<file path="src/rtl/irq_hier_pkg.sv">
package irq_hier_pkg;
  localparam int ADR_MAIN = 0;
  localparam int ADR_MASK = 1;
  localparam int ADR_ERR1 = 2;
  localparam int ADR_ERR2 = 3;
  localparam int ADR_GP   = 4;
  localparam int ADR_TSV  = 5;
  // number of maskable sources: four summaries plus ready
  localparam int NSRC     = 5;
  localparam int NSEC     = 3;
  localparam int MAIN_W   = 8;
  localparam int B_RDY    = 4;
  localparam int B_NFC    = 5;
  localparam int B_STR    = 6;
  localparam int B_PLL    = 7;
endpackage

</file>
<file path="src/rtl/irq_sticky_reg.sv">
module irq_sticky_reg #(
  parameter int W = 8
) (
  input  logic         clk,
  input  logic         rst,
  input  logic [W-1:0] set_i,
  input  logic         clr_i,
  output logic [W-1:0] q_o,
  output logic         any_o
);
  logic [W-1:0] q;
  always_ff @(posedge clk) begin
    if (rst) q <= '0;
    else     q <= (clr_i ? '0 : q) | set_i;   // set beats clear-on-read
  end
  assign q_o   = q;
  assign any_o = |q;
endmodule

</file>
<file path="src/rtl/irq_tsv_reg.sv">
module irq_tsv_reg #(
  parameter int W = 8
) (
  input  logic         clk,
  input  logic         rst,
  input  logic         stb_i,
  input  logic [W-1:0] val_i,
  input  logic         clr_i,
  output logic [W-1:0] val_o,
  output logic         flag_o
);
  logic [W-1:0] val_q;
  logic         new_q;
  always_ff @(posedge clk) begin
    if (rst) begin
      val_q <= '0;
      new_q <= 1'b0;
    end else begin
      if (stb_i) val_q <= val_i;
      new_q <= stb_i | (new_q & ~clr_i);
    end
  end
  assign val_o  = val_q;
  assign flag_o = new_q;
endmodule

</file>
<file path="src/rtl/irq_main_ctl.sv">
module irq_main_ctl
  import irq_hier_pkg::*;
(
  input  logic              clk,
  input  logic              rst,
  input  logic [3:0]        sum_i,
  input  logic              rdy_set_i,
  input  logic              rdy_clr_i,
  input  logic              nfc_set_i,
  input  logic              nfc_clr_i,
  input  logic              str_i,
  input  logic              pll_i,
  input  logic              main_rd_i,
  input  logic              mask_wr_i,
  input  logic [NSRC-1:0]   mask_d_i,
  output logic [MAIN_W-1:0] main_o,
  output logic [NSRC-1:0]   mask_o,
  output logic [NSRC-1:0]   src_o,
  output logic              irq_o
);
  logic            rdy_q, rdy_pend_q, nfc_q, str_q, pll_q, irq_q;
  logic [NSRC-1:0] mask_q;
  logic [NSRC-1:0] src;
  logic            rdy_rise;

  assign rdy_rise = rdy_set_i & ~rdy_q;
  assign src      = {rdy_pend_q, sum_i};

  always_ff @(posedge clk) begin
    if (rst) begin
      rdy_q      <= 1'b0;
      rdy_pend_q <= 1'b0;
      nfc_q      <= 1'b0;
      str_q      <= 1'b0;
      pll_q      <= 1'b0;
      mask_q     <= '1;
      irq_q      <= 1'b0;
    end else begin
      rdy_q      <= rdy_set_i | (rdy_q & ~rdy_clr_i);
      rdy_pend_q <= rdy_rise | (rdy_pend_q & ~main_rd_i);
      nfc_q      <= nfc_set_i | (nfc_q & ~nfc_clr_i);
      str_q      <= str_i;
      pll_q      <= pll_i;
      if (mask_wr_i) mask_q <= mask_d_i;
      irq_q      <= mask_wr_i ? 1'b0 : |(src & ~mask_q);
    end
  end

  always_comb begin
    main_o        = '0;
    main_o[3:0]   = sum_i;
    main_o[B_RDY] = rdy_q;
    main_o[B_NFC] = nfc_q;
    main_o[B_STR] = str_q;
    main_o[B_PLL] = pll_q;
  end

  assign mask_o = mask_q;
  assign src_o  = src;
  assign irq_o  = irq_q;
endmodule

</file>
<file path="src/rtl/irq_hier_ctrl.sv">
module irq_hier_ctrl
  import irq_hier_pkg::*;
#(
  parameter int DW = 8,
  parameter int AW = 3
) (
  input  logic          clk,
  input  logic          rst,
  input  logic [AW-1:0] bus_addr,
  input  logic          bus_rd,
  input  logic          bus_wr,
  input  logic [DW-1:0] bus_wdata,
  output logic [DW-1:0] bus_rdata,
  input  logic [DW-1:0] ev_err1,
  input  logic [DW-1:0] ev_err2,
  input  logic [DW-1:0] ev_gp,
  input  logic          ts_stb,
  input  logic [DW-1:0] ts_val,
  input  logic          ctl_rdy_set,
  input  logic          ctl_rdy_clr,
  input  logic          ctl_nfc_set,
  input  logic          ctl_nfc_clr,
  input  logic          ctl_stream,
  input  logic          ctl_pll_lock,
  output logic          irq
);
  localparam int NADR = 1 << AW;

  logic [NADR-1:0]         rd_hit;
  logic                    mask_wr;
  logic [NSEC-1:0][DW-1:0] sec_set, sec_q;
  logic [NSEC-1:0]         sec_clr, sec_any;
  logic [DW-1:0]           tsv_q;
  logic                    tsv_new;
  logic [MAIN_W-1:0]       main_v;
  logic [NSRC-1:0]         mask_v, src_v;
  logic [DW-1:0]           rd_mux;
  logic [DW-1:0]           rdata_q;

  always_comb begin
    rd_hit = '0;
    if (bus_rd) rd_hit[bus_addr] = 1'b1;
  end
  assign mask_wr = bus_wr && (bus_addr == AW'(ADR_MASK));

  assign sec_set[0] = ev_err1;
  assign sec_set[1] = ev_err2;
  assign sec_set[2] = ev_gp;

  for (genvar g = 0; g < NSEC; g++) begin : g_sec
    assign sec_clr[g] = rd_hit[ADR_ERR1 + g];
    irq_sticky_reg #(.W(DW)) u_reg (
      .clk(clk), .rst(rst), .set_i(sec_set[g]), .clr_i(sec_clr[g]),
      .q_o(sec_q[g]), .any_o(sec_any[g])
    );
  end

  irq_tsv_reg #(.W(DW)) u_tsv (
    .clk(clk), .rst(rst), .stb_i(ts_stb), .val_i(ts_val),
    .clr_i(rd_hit[ADR_TSV]), .val_o(tsv_q), .flag_o(tsv_new)
  );

  irq_main_ctl u_main (
    .clk(clk), .rst(rst),
    .sum_i({tsv_new, sec_any[2], sec_any[1], sec_any[0]}),
    .rdy_set_i(ctl_rdy_set), .rdy_clr_i(ctl_rdy_clr),
    .nfc_set_i(ctl_nfc_set), .nfc_clr_i(ctl_nfc_clr),
    .str_i(ctl_stream), .pll_i(ctl_pll_lock),
    .main_rd_i(rd_hit[ADR_MAIN]),
    .mask_wr_i(mask_wr), .mask_d_i(bus_wdata[NSRC-1:0]),
    .main_o(main_v), .mask_o(mask_v), .src_o(src_v), .irq_o(irq)
  );

  always_comb begin
    rd_mux = '0;
    case (int'(bus_addr))
      ADR_MAIN: rd_mux = DW'(main_v);
      ADR_MASK: rd_mux = DW'(mask_v);
      ADR_ERR1: rd_mux = sec_q[0];
      ADR_ERR2: rd_mux = sec_q[1];
      ADR_GP:   rd_mux = sec_q[2];
      ADR_TSV:  rd_mux = tsv_q;
      default:  rd_mux = '0;
    endcase
  end

  always_ff @(posedge clk) begin
    if (rst)         rdata_q <= '0;
    else if (bus_rd) rdata_q <= rd_mux;
  end
  assign bus_rdata = rdata_q;
endmodule

</file>
<file path="config.mk">
export PLATFORM = sky130hd
export DESIGN_NAME = irq_hier_ctrl
export DESIGN_NICKNAME = d
export VERILOG_FILES = /design/src/rtl/irq_hier_pkg.sv /design/src/rtl/irq_sticky_reg.sv /design/src/rtl/irq_tsv_reg.sv /design/src/rtl/irq_main_ctl.sv /design/src/rtl/irq_hier_ctrl.sv
export SDC_FILE = /design/constraint.sdc
export NUM_CORES = 1
export LEC_CHECK = 0
export ABC_AREA = 0
export BUFFER_PORTS_ARGS = -buffer_cell sky130_fd_sc_hd__buf_2
export CAP_MARGIN = 0
export CORE_AREA = 2 2 110 80
export CTS_CLUSTER_DIAMETER = 200
export DETAILED_ROUTE_END_ITERATION = 6
export DIE_AREA = 0 0 112 82
export PLACE_DENSITY = 0.57
export SLEW_MARGIN = 0
export SYNTH_ARGS = -nofsm -noshare
export SYNTH_HDL_FRONTEND = slang
export SYNTH_SLANG_ARGS = --single-unit
</file>
<file path="constraint.sdc">
create_clock -name clk -period 3.2 [get_ports clk]
set_clock_uncertainty 0.15 [all_clocks]
set_input_delay 0.8 -clock clk [delete_from_list [all_inputs] [get_ports clk]]
set_output_delay 0.8 -clock clk [all_outputs]
set_load 0.05 [all_outputs]
</file>
==> results.json <==
{
  "drive_gt1_frac": 0.2500,
  "ctsResizeCount": 0,
  "fin_setup_tns_ns": 0,
  "hp-start": "bus_rdata[3]",
  "ys_seq_elements": 52,
  "hold_buffers": 0,
  "outcome": "finished clean",
  "setup_viol": 0,
  "worstSetupStartpointType": "input pin",
  "synth_top_area_share": 0.4674,
  "vdd_drop_max_mv": 0.2285,
  "synthTopCellsByCount": "52 x dfxtp_1, 41 x nor2_1, 36 x a21oi_1",
  "min_period_ns": 2.163,
  "critPathRequiredTime_ns": 3.21,
  "track_usage": 0.1328,
  "gp_congestion": 0.8270,
  "synthTopCellsByArea": "dfxtp_1 47%, mux2i_1 9.0%, a21oi_1 8.1%",
  "final_antenna_net_count": 0,
  "postCtsSetupBuffers": 0,
  "drtPass1Iterations": 6,
  "worst_pin_slew_ns": 0.5277,
  "slew_headroom": 0.6482,
  "crit_arrival_ns": 2.17,
  "gr-usage-met3": 0.03616,
  "cts_tree": "built",
  "clk_path_buf_depth": 2,
  "synth_top_cell_by_area": "dfxtp_1",
  "grt_overflow": 0,
  "finalHoldViolations": 0,
  "htree_levels": 2,
  "cts_num_sinks": 52,
  "avgSynthCellArea_um2": 9.053,
  "cpLargestDelayFamily": "compound AO/OA/AOI/OAI gates",
  "top_usage_layer": "met1",
  "slew_viol_final": 0,
  "syn2layout_area_growth_pct": 21.80,
  "p_leak_nw": 1.166,
  "grt_pass1_wl_mm": 9.459,
  "drt-initial-drc-count": 189,
  "worstPathMaxFanout": 21,
  "critPathLaunch": "bus_addr[2]",
  "cap_violations": 0,
  "syn_area_um2": 2227,
  "crit-reg2reg-launch": "g_sec[2].u_reg.q_o[3]",
  "clock_latency_ns": 0.28,
  "yosysMostFrequentCell": "dfxtp_1",
  "slowest_delay_ns": 0.49,
  "core_area_um2": 8198,
  "numPortBuffers": 59,
  "hp-class": "flop to flop",
  "max_freq_ghz": 0.4624,
  "cts_root_buf": "clkbuf_16",
  "dp_slack_ns": 0.7766,
  "die_height_um": 82,
  "path_cells": "buf_2 -> nor2b_4 -> a22o_1 -> a2111oi_2 -> nor3_1",
  "cts_made_buffers": 5,
  "antenna_found_initial": 0,
  "ys_types": 37,
  "worstHoldPathCells": 2,
  "fin_ws_ns": 1.037,
  "die-area_um2": 9184,
  "end_kind": "flop",
  "ys_warn_count": 0,
  "wirelength_mm": 5.843,
  "initial_core_util": 0.2717,
  "path_clk_slew_ns": 0.06,
  "synth-edff-count": 0,
  "crit_buf_inv": 1,
  "cp.depth": 5,
  "drc": 0,
  "finalCritPeriodShare": 0.6759,
  "grt_util_met1": 0.1992,
  "gr-usage-met2": 0.1897,
  "seq_area_frac_synth": 0.4674,
  "power_density_nw_per_um2": 540.2,
  "grt_start_max_net_pins": 28,
  "post_drt_wl_per_cell_um": 14.57,
  "layout.nets": 349,
  "pin_count": 63,
  "placement_rows": 28,
  "r2r_cells": 4,
  "grt_pass1_vias": 1799,
  "rsz0062_at_grt": "no",
  "netlist_instances": 246,
  "hpwl_mm": 4.483,
  "synth-main-ff-cell": "dfxtp_1",
  "synth_nets": 300,
  "setup.worst_path.class": "input pin to flop",
  "crit_path_top_delay_cell": "a2111oi_2",
  "async_flop_share": 0,
  "vias_per_cell": 4.853,
  "antennaDiodeCount": 0,
  "die_w_um": 112,
  "vias": 1946
}
[state kept, by name, summed over array words and instances (netlist names)]
name	count
u_main.rdy_pend_q	1
u_main.str_q	1
g_sec.u_reg.q_o	24
u_main.rdy_q	1
u_main.mask_o	5
u_tsv.val_o	8
u_main.nfc_q	1
bus_rdata	8
u_main.pll_q	1
u_tsv.flag_o	1
u_main.irq_o	1
[placed cells by master (no fill, tap or decap), drive strengths merged, types with 2 or more instances in the layout]
master / n
inv: 8
o22ai: 2
a2bb2oi: 3
a221o: 2
nand3b: 2
clkbuf: 8
nand3: 3
a211o: 5
dfxtp: 52
mux2i: 20
nand2b: 3
nor3: 9
nand2: 4
o221a: 3
nor2b: 10
nor2: 41
a21oi: 36
o221ai: 3
nor4: 8
o21ai: 2
buf: 60
[worst min-delay path, stage by stage, from the launching register on]
cell	delay [ns]
dfxtp_1	0.31
nor2_1	0.09
nor3_1	0.05
[path summary, 6_finish.rpt]
check                           slack [ns]      endpoint
worst min-delay path                  0.34  bus_rdata[3]
worst max-delay path                  1.04  bus_rdata[3]
worst max register to register        1.52  bus_rdata[2]
worst min register to register        0.34  bus_rdata[3]
[where the power goes]
group | switching (W) | internal (W) | leakage [nW]
logic | 0.000122 | 0.0000879 | 0.662
clock network | 0.000220 | 0.000312 | 0.0712
registers | 0.0000323 | 0.000691 | 0.433
total | 0.000375 | 0.00109 | 1.17
[cell type report]
type	count	area (um^2)
Clock buffer	8	146.4
Fill cell	887	5485
Inverter	8	30.03
Multi-Input combinational cell	168	1049
Sequential cell	52	1041
Tap cell	105	131.4
Timing Repair Buffer	60	315.3
[routing by layer]
layer,wire (um),vias up,part of all wire
li1,-,975,-
met1,2969,897,0.51
met2,2386,70,0.41
met3,443,4,0.076
met4,43,0,0.0074
met5,0,-,0
[kinds of logic after synthesis]
logic type      count (synthesis)  share of synthesized area
compound gates                 63                     0.1888
mux                            21                    0.09494
buf+inv                        26                    0.06180
flops                          52                     0.4674
simple gates                   84                     0.1871
[metrics by stage]
step | std cells | utilization | total power (W) | hold WS, ns | instance area (um^2)
floorplan | 246 | - | 0.0008762 | 0.3004 | 2227
global route | 401 | 0.3309 | 0.001532 | 0.3539 | 2713
global placement | 393 | 0.3130 | 0.0009429 | 0.3207 | 2566
finish | 401 | 0.3309 | 0.001465 | 0.3360 | 2713
detailed placement | 393 | 0.3130 | 0.0009462 | 0.3217 | 2566
CTS | 401 | 0.3309 | 0.001475 | 0.3347 | 2713
No activity file was read; power rests on OpenSTA's default activity.
